[src/rtl/acq_gate_pkg.sv]
package acq_gate_pkg;
    typedef enum logic [1:0] {
        ST_IDLE  = 2'd0,
        ST_ARMED = 2'd1,
        ST_RUN   = 2'd2
    } gate_state_e;
endpackage

[src/rtl/edge_sync.sv]
module edge_sync #(
    parameter int  SYNC_STAGES = 2,
    parameter bit  RISING      = 1'b1,
    parameter bit  REST_LEVEL  = 1'b0
) (
    input  logic clk,
    input  logic rst_n,
    input  logic async_i,
    output logic edge_o
);
    logic [SYNC_STAGES-1:0] chain_q;
    logic                   prev_q;
    logic                   synced;

    assign synced = chain_q[SYNC_STAGES-1];

    always_ff @(posedge clk) begin
        if (!rst_n) begin
            chain_q <= {SYNC_STAGES{REST_LEVEL}};
            prev_q  <= REST_LEVEL;
        end else begin
            chain_q <= {chain_q[SYNC_STAGES-2:0], async_i};
            prev_q  <= synced;
        end
    end

    generate
        if (RISING) begin : g_rise
            assign edge_o = synced & ~prev_q;
        end else begin : g_fall
            assign edge_o = ~synced & prev_q;
        end
    endgenerate

    AST_EDGE_ONE_WIDE: assert property (@(posedge clk) disable iff (!rst_n)
        edge_o |=> !edge_o);
endmodule

[src/rtl/sample_counter.sv]
module sample_counter #(
    parameter int CNT_W = 16
) (
    input  logic             clk,
    input  logic             rst_n,
    input  logic             load_i,
    input  logic [CNT_W-1:0] load_val_i,
    input  logic             dec_i,
    output logic             last_o
);
    localparam logic [CNT_W-1:0] ONE = CNT_W'(1);

    logic [CNT_W-1:0] rem_q;

    always_ff @(posedge clk) begin
        if (!rst_n) begin
            rem_q <= '0;
        end else if (load_i) begin
            rem_q <= (load_val_i == '0) ? ONE : load_val_i;
        end else if (dec_i && rem_q != '0) begin
            rem_q <= rem_q - ONE;
        end
    end

    assign last_o = (rem_q == ONE);

    AST_CNT_NONZERO: assert property (@(posedge clk) disable iff (!rst_n)
        dec_i |-> rem_q != '0);
endmodule

[src/rtl/acq_gate_ctrl.sv]
module acq_gate_ctrl
    import acq_gate_pkg::*;
#(
    parameter int          CNT_W       = 16,
    parameter int          MODE_W      = 8,
    parameter int          SYNC_STAGES = 2,
    parameter logic [7:0]  HALT_CODE   = 8'h34
) (
    input  logic              clk,
    input  logic              rst_n,
    input  logic              arm_i,
    input  logic              freerun_i,
    input  logic [CNT_W-1:0]  count_i,
    input  logic              mode_wr_i,
    input  logic [MODE_W-1:0] mode_data_i,
    input  logic              conv_n_i,
    input  logic              trig_i,
    output logic              conv_start_o,
    output logic              gate_o
);
    localparam logic [MODE_W-1:0] HALT_VAL = MODE_W'(HALT_CODE);

    gate_state_e st_q, st_d;
    logic conv_fall, trig_rise;
    logic halt_wr, strobe_d, cnt_load, cnt_dec, cnt_last;

    edge_sync #(.SYNC_STAGES(SYNC_STAGES), .RISING(1'b0), .REST_LEVEL(1'b1)) u_conv_sync (
        .clk(clk), .rst_n(rst_n), .async_i(conv_n_i), .edge_o(conv_fall)
    );

    edge_sync #(.SYNC_STAGES(SYNC_STAGES), .RISING(1'b1), .REST_LEVEL(1'b0)) u_trig_sync (
        .clk(clk), .rst_n(rst_n), .async_i(trig_i), .edge_o(trig_rise)
    );

    sample_counter #(.CNT_W(CNT_W)) u_budget (
        .clk(clk), .rst_n(rst_n), .load_i(cnt_load), .load_val_i(count_i),
        .dec_i(cnt_dec), .last_o(cnt_last)
    );

    assign halt_wr = mode_wr_i && (mode_data_i == HALT_VAL);

    always_comb begin
        st_d     = st_q;
        strobe_d = 1'b0;
        cnt_load = 1'b0;
        cnt_dec  = 1'b0;
        if (halt_wr) begin
            st_d = ST_IDLE;                       // halt
        end else if (arm_i) begin
            st_d     = ST_ARMED;                  // arm
            cnt_load = 1'b1;
        end else begin
            unique case (st_q)
                ST_IDLE: begin
                    st_d = ST_IDLE;
                end
                ST_ARMED: begin
                    strobe_d = conv_fall;
                    if (trig_rise) st_d = ST_RUN; // trigger
                end
                ST_RUN: begin
                    strobe_d = conv_fall;
                    if (conv_fall && !freerun_i) begin
                        cnt_dec = 1'b1;
                        if (cnt_last) st_d = ST_IDLE; // count-done
                    end
                end
                default: st_d = ST_IDLE;
            endcase
        end
    end

    always_ff @(posedge clk) begin
        if (!rst_n) st_q <= ST_IDLE;
        else        st_q <= st_d;
    end

    always_ff @(posedge clk) begin
        if (!rst_n) conv_start_o <= 1'b0;
        else        conv_start_o <= strobe_d;
    end

    assign gate_o = (st_q != ST_IDLE);

    AST_NO_IDLE_STROBE: assert property (@(posedge clk) disable iff (!rst_n)
        conv_start_o |-> $past(gate_o));
    AST_HALT_CLOSES: assert property (@(posedge clk) disable iff (!rst_n)
        (mode_wr_i && mode_data_i == HALT_VAL) |=> (!gate_o && !conv_start_o));
    AST_ARM_OPENS: assert property (@(posedge clk) disable iff (!rst_n)
        (arm_i && !(mode_wr_i && mode_data_i == HALT_VAL)) |=> gate_o);
    AST_FREERUN_OPEN: assert property (@(posedge clk) disable iff (!rst_n)
        (gate_o && freerun_i && !mode_wr_i) |=> gate_o);
endmodule

[config.mk]
export PLATFORM = sky130hd
export DESIGN_NAME = acq_gate_ctrl
export DESIGN_NICKNAME = d
export VERILOG_FILES = /design/src/rtl/acq_gate_pkg.sv /design/src/rtl/edge_sync.sv /design/src/rtl/sample_counter.sv /design/src/rtl/acq_gate_ctrl.sv
export SDC_FILE = /design/constraint.sdc
export NUM_CORES = 1
export LEC_CHECK = 0
export BUFFER_PORTS_ARGS = -buffer_cell sky130_fd_sc_hd__buf_4
export CORE_ASPECT_RATIO = 1.75
export CORE_MARGIN = 1.5
export CORE_UTILIZATION = 35
export DETAILED_ROUTE_END_ITERATION = 6
export PLACE_DENSITY = 0.63
export SETUP_SLACK_MARGIN = 0.15
export SYNTH_ARGS = -nofsm -noshare
export SYNTH_HDL_FRONTEND = slang
export SYNTH_SLANG_ARGS = --single-unit
export TNS_END_PERCENT = 100
[constraint.sdc]
create_clock -name clk -period 1.72 [get_ports clk]
set_input_delay 0.258 -clock clk [delete_from_list [all_inputs] [get_ports clk]]
set_output_delay 0.258 -clock clk [all_outputs]
set_load 0.02 [all_outputs]
# Word level (Yosys, flattened, before mapping)
# Cells that the tools add are included.
[totals]
reg_bits = 25
latchBits = 0
ram_bits = 0
rom_bits = 0
output_inout_bits = 2
mem_count = 0
[classes]
n_addsub = 1
n_mul = 0
n_div = 0
magnitude_cmp = 0
n_eq_ne = 10
shifts = 0
muxes = 14
bitwise = 6
n_reduce_logical = 14
[ops]
columns = ["cell", "count"]
rows = [
  ["$mux 16", 3],
  ["$eq 16x1->1 const B", 1],
  ["$logic_not 16->1", 1],
  ["$reduce_bool 16->1", 1],
  ["$sub 16x1->16 const B", 1],
  ["$ne 3x3->1 const B", 3],
  ["$eq 8x6->1 const B", 1],
  ["$mux 1", 7],
  ["$mux 2", 3],
  ["$ne 2x2->1 const B", 3],
  ["$reduce_and 3->1", 2],
  ["$not 1->1", 4],
  ["$pmux 2 s2", 1],
  ["$reduce_bool 2->1", 2],
  ["$reduce_or 2->1", 2],
  ["$reduce_or 4->1", 1],
  ["$logic_and 1x1->1", 3],
  ["$reduce_or 3->1", 1],
  ["$and 1x1->1", 2],
  ["$eq 2x1->1 const B", 1],
  ["$eq 2x2->1 const B", 1],
  ["$logic_not 1->1", 1],
]

# Logic depth before layout (Yosys ltp)
# Gate-level depths: netlist of run 1.
[logic_depth]
word_depth = 10
depth_mapped = 9

# Cells and area by module
# A second synthesis of run 1 with hierarchy kept.
[unflattened]
cells_unflattened = 169
hier_area_um2 = 1505.2
[by_module_without_submodules]
columns = ["module", "n_inst", "cells_each", "area_each_um2", "seq_area_each_um2"]
rows = [
  ["sample_counter", 1, 128, 1079.8, 320.3],
  ["acq_gate_ctrl", 1, 27, 247.7, 60.1],
  ["edge_sync at u_trig_sync", 1, 7, 92.6, 60.1],
  ["edge_sync at u_conv_sync", 1, 7, 85.1, 60.1],
]

# Least setup slack after synthesis of run 1
# OpenSTA, ideal clock, no wires.
[synth_path]
kind = "register to register"
from = "reg u_budget.rem_q[0]"
to = "reg u_budget.rem_q[14]"
arrival_ns = 1.679
path_slack_ns = -0.081
path_stages_with_launch = 9
synth_period_minus_slack_ns = 1.801
path_cell_list = "dfxtp_1 -> inv_1 -> ha_1 -> or3b_2 -> clkbuf_1 -> nor3_2 -> a21oi_1 -> o211ai_1 -> o21ai_1"
[synth_between]
elab_chain_len = 3
word_cells_on_any_way = 6
cone_classes = "add/sub: 1; mux: 2; reduce/logical: 3"
[synth_rtl]
columns = ["element", "line_no", "source"]
rows = [
  ["start, declared", "sample_counter.sv:13", "logic [CNT_W-1:0] rem_q;"],
  ["start signal, assigned", "sample_counter.sv:19", "rem_q <= (load_val_i == '0) ? ONE : load_val_i;"],
  ["start signal, assigned", "sample_counter.sv:21", "rem_q <= rem_q - ONE;"],
  ["$sub 16x1->16 / $reduce_bool 16->1 (equally long branches)", "sample_counter.sv:21, sample_counter.sv:20", ""],
  ["$mux 16 / $logic_and 1x1->1 (equally long branches)", "sample_counter.sv:20", "end else if (dec_i && rem_q != '0) begin"],
  ["$mux 16 / $reduce_bool 2->1 (equally long branches)", "-", ""],
]
# Parallel ways exist; a longest one is shown, timed or not. The select of a mux whose other input is x is not followed.
# A chain may end at the register's enable or synchronous reset.

# Final worst setup path of run 1
[layout_path]
from = "reg u_budget.rem_q[4]"
to = "reg u_budget.rem_q[10]"
# The elaborated chain is that of the path after synthesis.

==> impl_metrics.yaml, run 1 <==
clock_network:
  clock_latency_ns: 0.27
  cts_max_path_buffers: 2
  cts_tree: "yes"
  cts.root.buffer_cell: "clkbuf_8"
  path_clk_slew_ns: 0.09
  cts.sinks: 25
  htree_levels: 1
  cts_inserted_buffers: 3
sta:
  setup_viol: 0
  slew_headroom: 0.733
  rsz0062_at_grt: "true"
  fin_crit_sh: 0.998
  worst_pin_slew_ns: 0.401
  skew_ns: 0.00187
  post-route-min-period_ns: 1.72
  drv_slew: 0
  hold_viol_final: 0
  clock.fmax_ghz: 0.582
final_layout:
  layout_common_cells: "57 x buf_4, 21 x dfxtp_1, 16 x a21oi_1, 11 x nor2_1, 9 x o211ai_1"
  synthToLayoutAreaGrowth_pct: 43.5
  num_antenna_cells: 0
  finish.net_count: 276
  drive_above_1_share: 0.444
  final_core_util: 0.531
  final_common_cell: "buf_4"
setup_path:
  worst-r2r-setup-slack_ns: 0.003
  cp-end-kind: "flip-flop"
  required_ns: 1.94
  crit_path_start_kind: "flip-flop"
  worst-path-max-fanout: 4
  path_buf_inv: 2
  crit_top_cell: "buf_4"
  reg2reg_from: "u_budget.rem_q[4]$_SDFFE_PN0P_"
  cpMaxStageDelayCell: "or4_4"
  crit_type: "flip-flop to flip-flop"
  cp_data_arrival_time_ns: 1.93
  r2r_end: "u_budget.rem_q[10]$_SDFFE_PN0P_"
  critPathMaxStageDelay_ns: 0.58
  worstRegToRegCells: 6
  cpLargestDelayFamily: "simple AND/OR/NAND/NOR gates"
  path_cells: "or4_4 > nor3_4 > buf_4 > buf_4 > mux2i_1 > o21ai_1"
placed_design:
  place.gp.congestion: 0.821
  port_buffers: 32
  dpl.hpwl_um: 3260
detailed_routing:
  wl_per_cell_um: 16.4
  drt-total-wl_um: 4710
  drtAntennaViolNets: 0
  drt_iter0_drc: 64
  viasPerCell: 5.70
  drc: 0
  vias: 1642
  first_pass_iters: 4
power:
  power_uw: 1720
  peakVddDrop_mv: 0.437
  power.leakage_uw: 0.000945
  pwr_density_cell_nw_per_um2: 773
status:
  status: "finished clean"
floorplan:
  initial_core_util: 0.370
  fp.coreArea_sq_um: 4190
  die_area_sq_um: 4850
  boundaryPins: 33
  die_h_um: 91.0
  die_w_um: 53.3
  rows: 31
synthesis:
  synth_nets: 215
  yosys.area.top_type: "dfxtp_1"
  synth-xor-area-share: 0
  syn_area_sq_um: 1550
  netlist-cell-type-count: 51
  seq_area_frac_synth: 0.323
  synth_fa_ha_area_frac: 0.0404
  ys_ff_latch: 25
  synth_top_cells_by_area: "dfxtp_1 32%, a21oi_1 6.1%, o211ai_1 4.4%"
  synth_cells: 179
  synth_top_family_by_area: "simple AND/OR/NAND/NOR gates"
  yosys_warnings: 0
  yosys.area_share.simple: 0.281
  synth_mux_area_frac: 0.00646
  synth.top_cell.area_share: 0.323
  synth_compound_area_frac: 0.279
  syn_area_per_cell_sq_um: 8.66
job:
  maxCapViolCount: 0
worst_hold_path:
  min_path_type: "input port to flip-flop"
  min_from: "conv_n_i"
  min_delay_path_depth: 2
  hold_end: "u_conv_sync.chain_q[0]$_SDFF_PN1_"
grt:
  grt_usage: 0.201
  grt_start_max_net_pins: 28
  antenna_found_initial: 0
  grt_pass1_vias: 1670
  grt_pass1_wl_um: 7430
  grt_overflow: 0
layer usage:
layer / up-vias / wire, um / track usage
li1: 802 / - / -
met1: 775 / 1850 / 0.223
met2: 51 / 2480 / 0.356
met3: 14 / 231 / 0.0164
met4: 0 / 144 / 0.103
met5: - / 0 / 0
synthesized netlist by cell type, drive strengths merged:
library cell and number:
a21o 2, a21oi 19, a221oi 1, a31oi 2, a41o 1, a41oi 2, and2 4, and3 2
and3b 1, and4b 1, and4bb 1, buf 6, clkbuf 4, dfxtp 25, ha 5, inv 9
mux2i 1, nand2 6, nand2b 4, nand3 4, nand4 2, nor2 11, nor3 11, nor3b 3
nor4 9, nor4b 2, o211a 1, o211ai 13, o21a 2, o21ai 13, o31a 1, o31ai 3
o32ai 1, or2 1, or3 2, or3b 2, or4 2
worst register-to-register path, cell delays in order, from the launching register on:
cell and delay [ns]:
dfxtp_2 0.36, or4_4 0.58, nor3_4 0.31, buf_4 0.16, buf_4 0.09, mux2i_1 0.06
o21ai_1 0.10
cell families after synthesis:
| family | after synthesis |
|---|---|
| simple gates | 68 |
| buf+inv | 19 |
| flops | 25 |
| fa+ha+maj | 5 |
| mux | 1 |
| compound gates | 61 |
state kept, by name, summed over array words and instances, names as in the netlist:
name,count
u_budget.rem_q,16
u_conv_sync.chain_q,2
u_trig_sync.prev_q,1
conv_start_o,1
u_trig_sync.chain_q,2
st_q,2
u_conv_sync.prev_q,1
metrics by stage:
step	std cells	instance area, sq um	TNS (ns)	hold slack (ns)	worst slack [ns]
6_report	288	2220	0	0.178	0.00312
3_5_place_dp	271	1980	-0.0330	0.418	-0.0272
2_1_floorplan	179	1600	0	0.359	0.0345
4_1_cts	285	2160	0	0.177	0.0516
3_3_place_gp	271	1980	0	0.391	0.00385
5_1_grt	288	2220	-0.335	0.178	-0.0758
where the power goes:
group,internal (uW),leakage (uW),total (uW),switching [uW]
clock,162,0.0000255,363,200
sequential,624,0.000207,680,56.6
combinational,352,0.000712,677,325
how the worst max path moves through the flow:
stage / startpoint / to / cells after the start / slack (ns)
after floorplan: u_budget.rem_q[1]$_SDFFE_PN0P_ / u_budget.rem_q[14]$_SDFFE_PN0P_ / 8 / 0.03
after global placement: u_budget.rem_q[1]$_SDFFE_PN0P_ / u_budget.rem_q[14]$_SDFFE_PN0P_ / 7 / 0.004
after detailed placement: u_budget.rem_q[1]$_SDFFE_PN0P_ / u_budget.rem_q[14]$_SDFFE_PN0P_ / 7 / -0.03
after CTS: u_budget.rem_q[0]$_SDFFE_PN0P_ / u_budget.rem_q[4]$_SDFFE_PN0P_ / 9 / 0.05
after global routing: u_budget.rem_q[1]$_SDFFE_PN0P_ / u_budget.rem_q[14]$_SDFFE_PN0P_ / 7 / -0.08
final: u_budget.rem_q[4]$_SDFFE_PN0P_ / u_budget.rem_q[10]$_SDFFE_PN0P_ / 6 / 0.003
repair_timing:
item / in CTS / in global routing
gates resized for setup: 16 / 9
hold buffers: 0 / 0
buffers inserted: 8 / 3
cloned: 2 / 0
endpoints found under the setup margin: 17 / 18
pin swaps: 11 / 18
final cells by class:
type	instances	area, sq um
repair buffers	65	527
clock buffers	3	41.3
inverters	9	33.8
flip-flops and latches	25	508
fillers	392	1960
well taps	49	61.3
multi-input cells	136	1050
clock inverters	1	5.00
No activity file was read; power rests on OpenSTA's default activity.
==> inputs of run 2 (changes only) <==
- CAP_MARGIN: unset -> 20
- CORE_MARGIN: 1.5 -> 2
- PLACE_DENSITY: 0.63 -> 0.61
- clock period: 1.72 -> 1.7 ns (I/O delays scaled with it)
==> run 2 against run 1 <==
Effect of this change: the flow now finishes with violations (negative setup slack); hold slack lost 0.015 ns; cell area grew 10%; utilization increased by 3.6 points; critical endpoint is now u_budget.rem_q[4]$_SDFFE_PN0P_; largest cell class unchanged.
==> impl_metrics.yaml, run 2 (synthesized netlist as in run 1, its figures left out) <==
status:
  status: "finished with violations"
  violations: "negative setup slack"
clock_network:
  clock_latency_ns: 0.27
  cts_tree: "yes"
  ctsHoldBuffers: 0
  cts.sinks: 25
  cts_max_path_buffers: 2
  cts_inserted_buffers: 3
  cts.root.buffer_cell: "clkbuf_8"
  htree_levels: 1
  path_clk_slew_ns: 0.09
setup_path:
  cp_data_arrival_time_ns: 1.93
  crit_path_start: "u_budget.rem_q[0]$_SDFFE_PN0P_"
  reg2reg_from: "u_budget.rem_q[0]$_SDFFE_PN0P_"
  worstRegToRegCells: 9
  crit_path_end: "u_budget.rem_q[4]$_SDFFE_PN0P_"
  cp-end-kind: "flip-flop"
  r2r_end: "u_budget.rem_q[4]$_SDFFE_PN0P_"
  required_ns: 1.87
  worst-path-max-fanout: 6
  crit_path_start_kind: "flip-flop"
  worst-r2r-setup-slack_ns: -0.06
  crit_type: "flip-flop to flip-flop"
grt:
  grt_pass1_wl_um: 7850
  grt_usage: 0.211
  antenna_found_initial: 0
  grt_overflow: 0
  grt_start_max_net_pins: 28
  grt_pass1_vias: 1718
final_layout:
  final_common_cell: "buf_4"
  largest-register: "u_budget.rem_q"
  stdcell_count: 301
  synthToLayoutAreaGrowth_pct: 58.1
  num_antenna_cells: 0
  largest_reg_flops: 16
  drive_above_1_share: 0.548
  layout_common_cells: "67 x buf_4, 19 x dfxtp_1, 14 x a21oi_1, 11 x nor2_1, 10 x o21ai_2"
  finish.net_count: 287
sta:
  skew_ns: 0.00546
  drv_slew: 0
  clock.fmax_ghz: 0.569
  slew_headroom: 0.787
  tns_ns: -0.334
  fin_crit_sh: 1.03
  post-route-min-period_ns: 1.76
  fin_ws_ns: -0.0566
  setup_viol: 13
  worst_pin_slew_ns: 0.317
  fin_hold_ws_ns: 0.163
  hold_viol_final: 0
  rsz0062_at_grt: "true"
detailed_routing:
  wl_per_cell_um: 17.0
  first_pass_iters: 4
  viasPerCell: 5.79
  drt_iter0_drc: 68
  drt-total-wl_um: 5110
  drtAntennaViolNets: 0
  vias: 1743
  drc: 0
floorplan:
  fp.coreArea_sq_um: 4320
  boundaryPins: 33
  rows: 32
  initial_core_util: 0.359
  die_area_sq_um: 5000
  die_h_um: 92.0
  die_w_um: 54.3
power:
  p_int_uw: 1230
  sw_frac_of_total: 0.341
  peakVddDrop_mv: 0.480
  pwr-share-clk: 0.193
  power_uw: 1870
  pwr_density_cell_nw_per_um2: 762
  p_sw_uw: 636
  power.leakage_uw: 0.00105
  power_frac_comb: 0.444
  p_seq_frac: 0.363
worst_hold_path:
  min_from: "conv_n_i"
  min_path_type: "input port to flip-flop"
job:
  maxCapViolCount: 0
placed_design:
  place.gp.congestion: 0.863
  port_buffers: 32
  dpl.hpwl_um: 3540
  dp_cells: 284
## run 2: cell count changes in the layout (fill, tap and decap cells not counted), sizes merged
cell / change
buf: +12
or2: -1
## run 2: worst min-delay path by stage
stage                                                   end  slack [ns]  cells past startpoint
after global placement    u_conv_sync.chain_q[1]$_SDFF_PN1_        0.40                      1
final                     u_conv_sync.chain_q[0]$_SDFF_PN1_        0.16                      2
after global routing      u_conv_sync.chain_q[0]$_SDFF_PN1_        0.15                      2
after CTS                 u_conv_sync.chain_q[0]$_SDFF_PN1_        0.17                      2
after detailed placement  u_conv_sync.chain_q[1]$_SDFF_PN1_        0.39                      1
after floorplan           u_conv_sync.chain_q[0]$_SDFF_PN1_        0.36                      1
## run 2: repair_timing
action,CTS,global route
pin swaps,12,17
buffers inserted,6,5
resized for setup,21,24
cloned,2,0
endpoints found under the setup margin,18,18
## run 2: layout make-up
cell class	instances	area, sq um
clock buffers	3	41.3
clock inverters	1	5.00
fillers	391	1870
inverters	9	36.3
multi-input cells	135	1120
flip-flops and latches	25	515
well taps	51	63.8
repair buffers	77	671
## run 2: power groups by stage
| stage | registers, uW | logic, uW | clock network (uW) |
|---|---|---|---|
| final | 679 | 829 | 360 |
| after global routing | 684 | 879 | 411 |
| after CTS | 678 | 728 | 367 |
| after detailed placement | 687 | 627 | 0 |
| after global placement | 686 | 623 | 0 |
| after floorplan | 685 | 367 | 0 |
## run 2: metrics by stage
step	utilization	worst slack (ns)	instance area (sq um)
floorplan	-	0.0145	1600
global placement	0.481	0.0275	2080
detailed placement	0.481	0.00796	2080
CTS	0.536	0.00907	2320
global route	0.567	-0.0946	2450
finish	0.567	-0.0566	2450
## run 2: metal layers
metal | global-route usage | vias up | wire length, um
met5 | 0 | - | 0
met4 | 0.100 | 0 | 235
met3 | 0.0277 | 21 | 226
met2 | 0.368 | 63 | 2750
met1 | 0.237 | 838 | 1900
li1 | - | 821 | -
## run 2: critical path, stage by stage (launching register included)
cell      delay (ns)
dfxtp_4         0.37
inv_4           0.06
ha_4            0.12
nor4b_4         0.21
nand4_2         0.15
o211ai_2        0.25
buf_6           0.16
buf_6           0.13
o211ai_1        0.12
o31ai_1         0.10
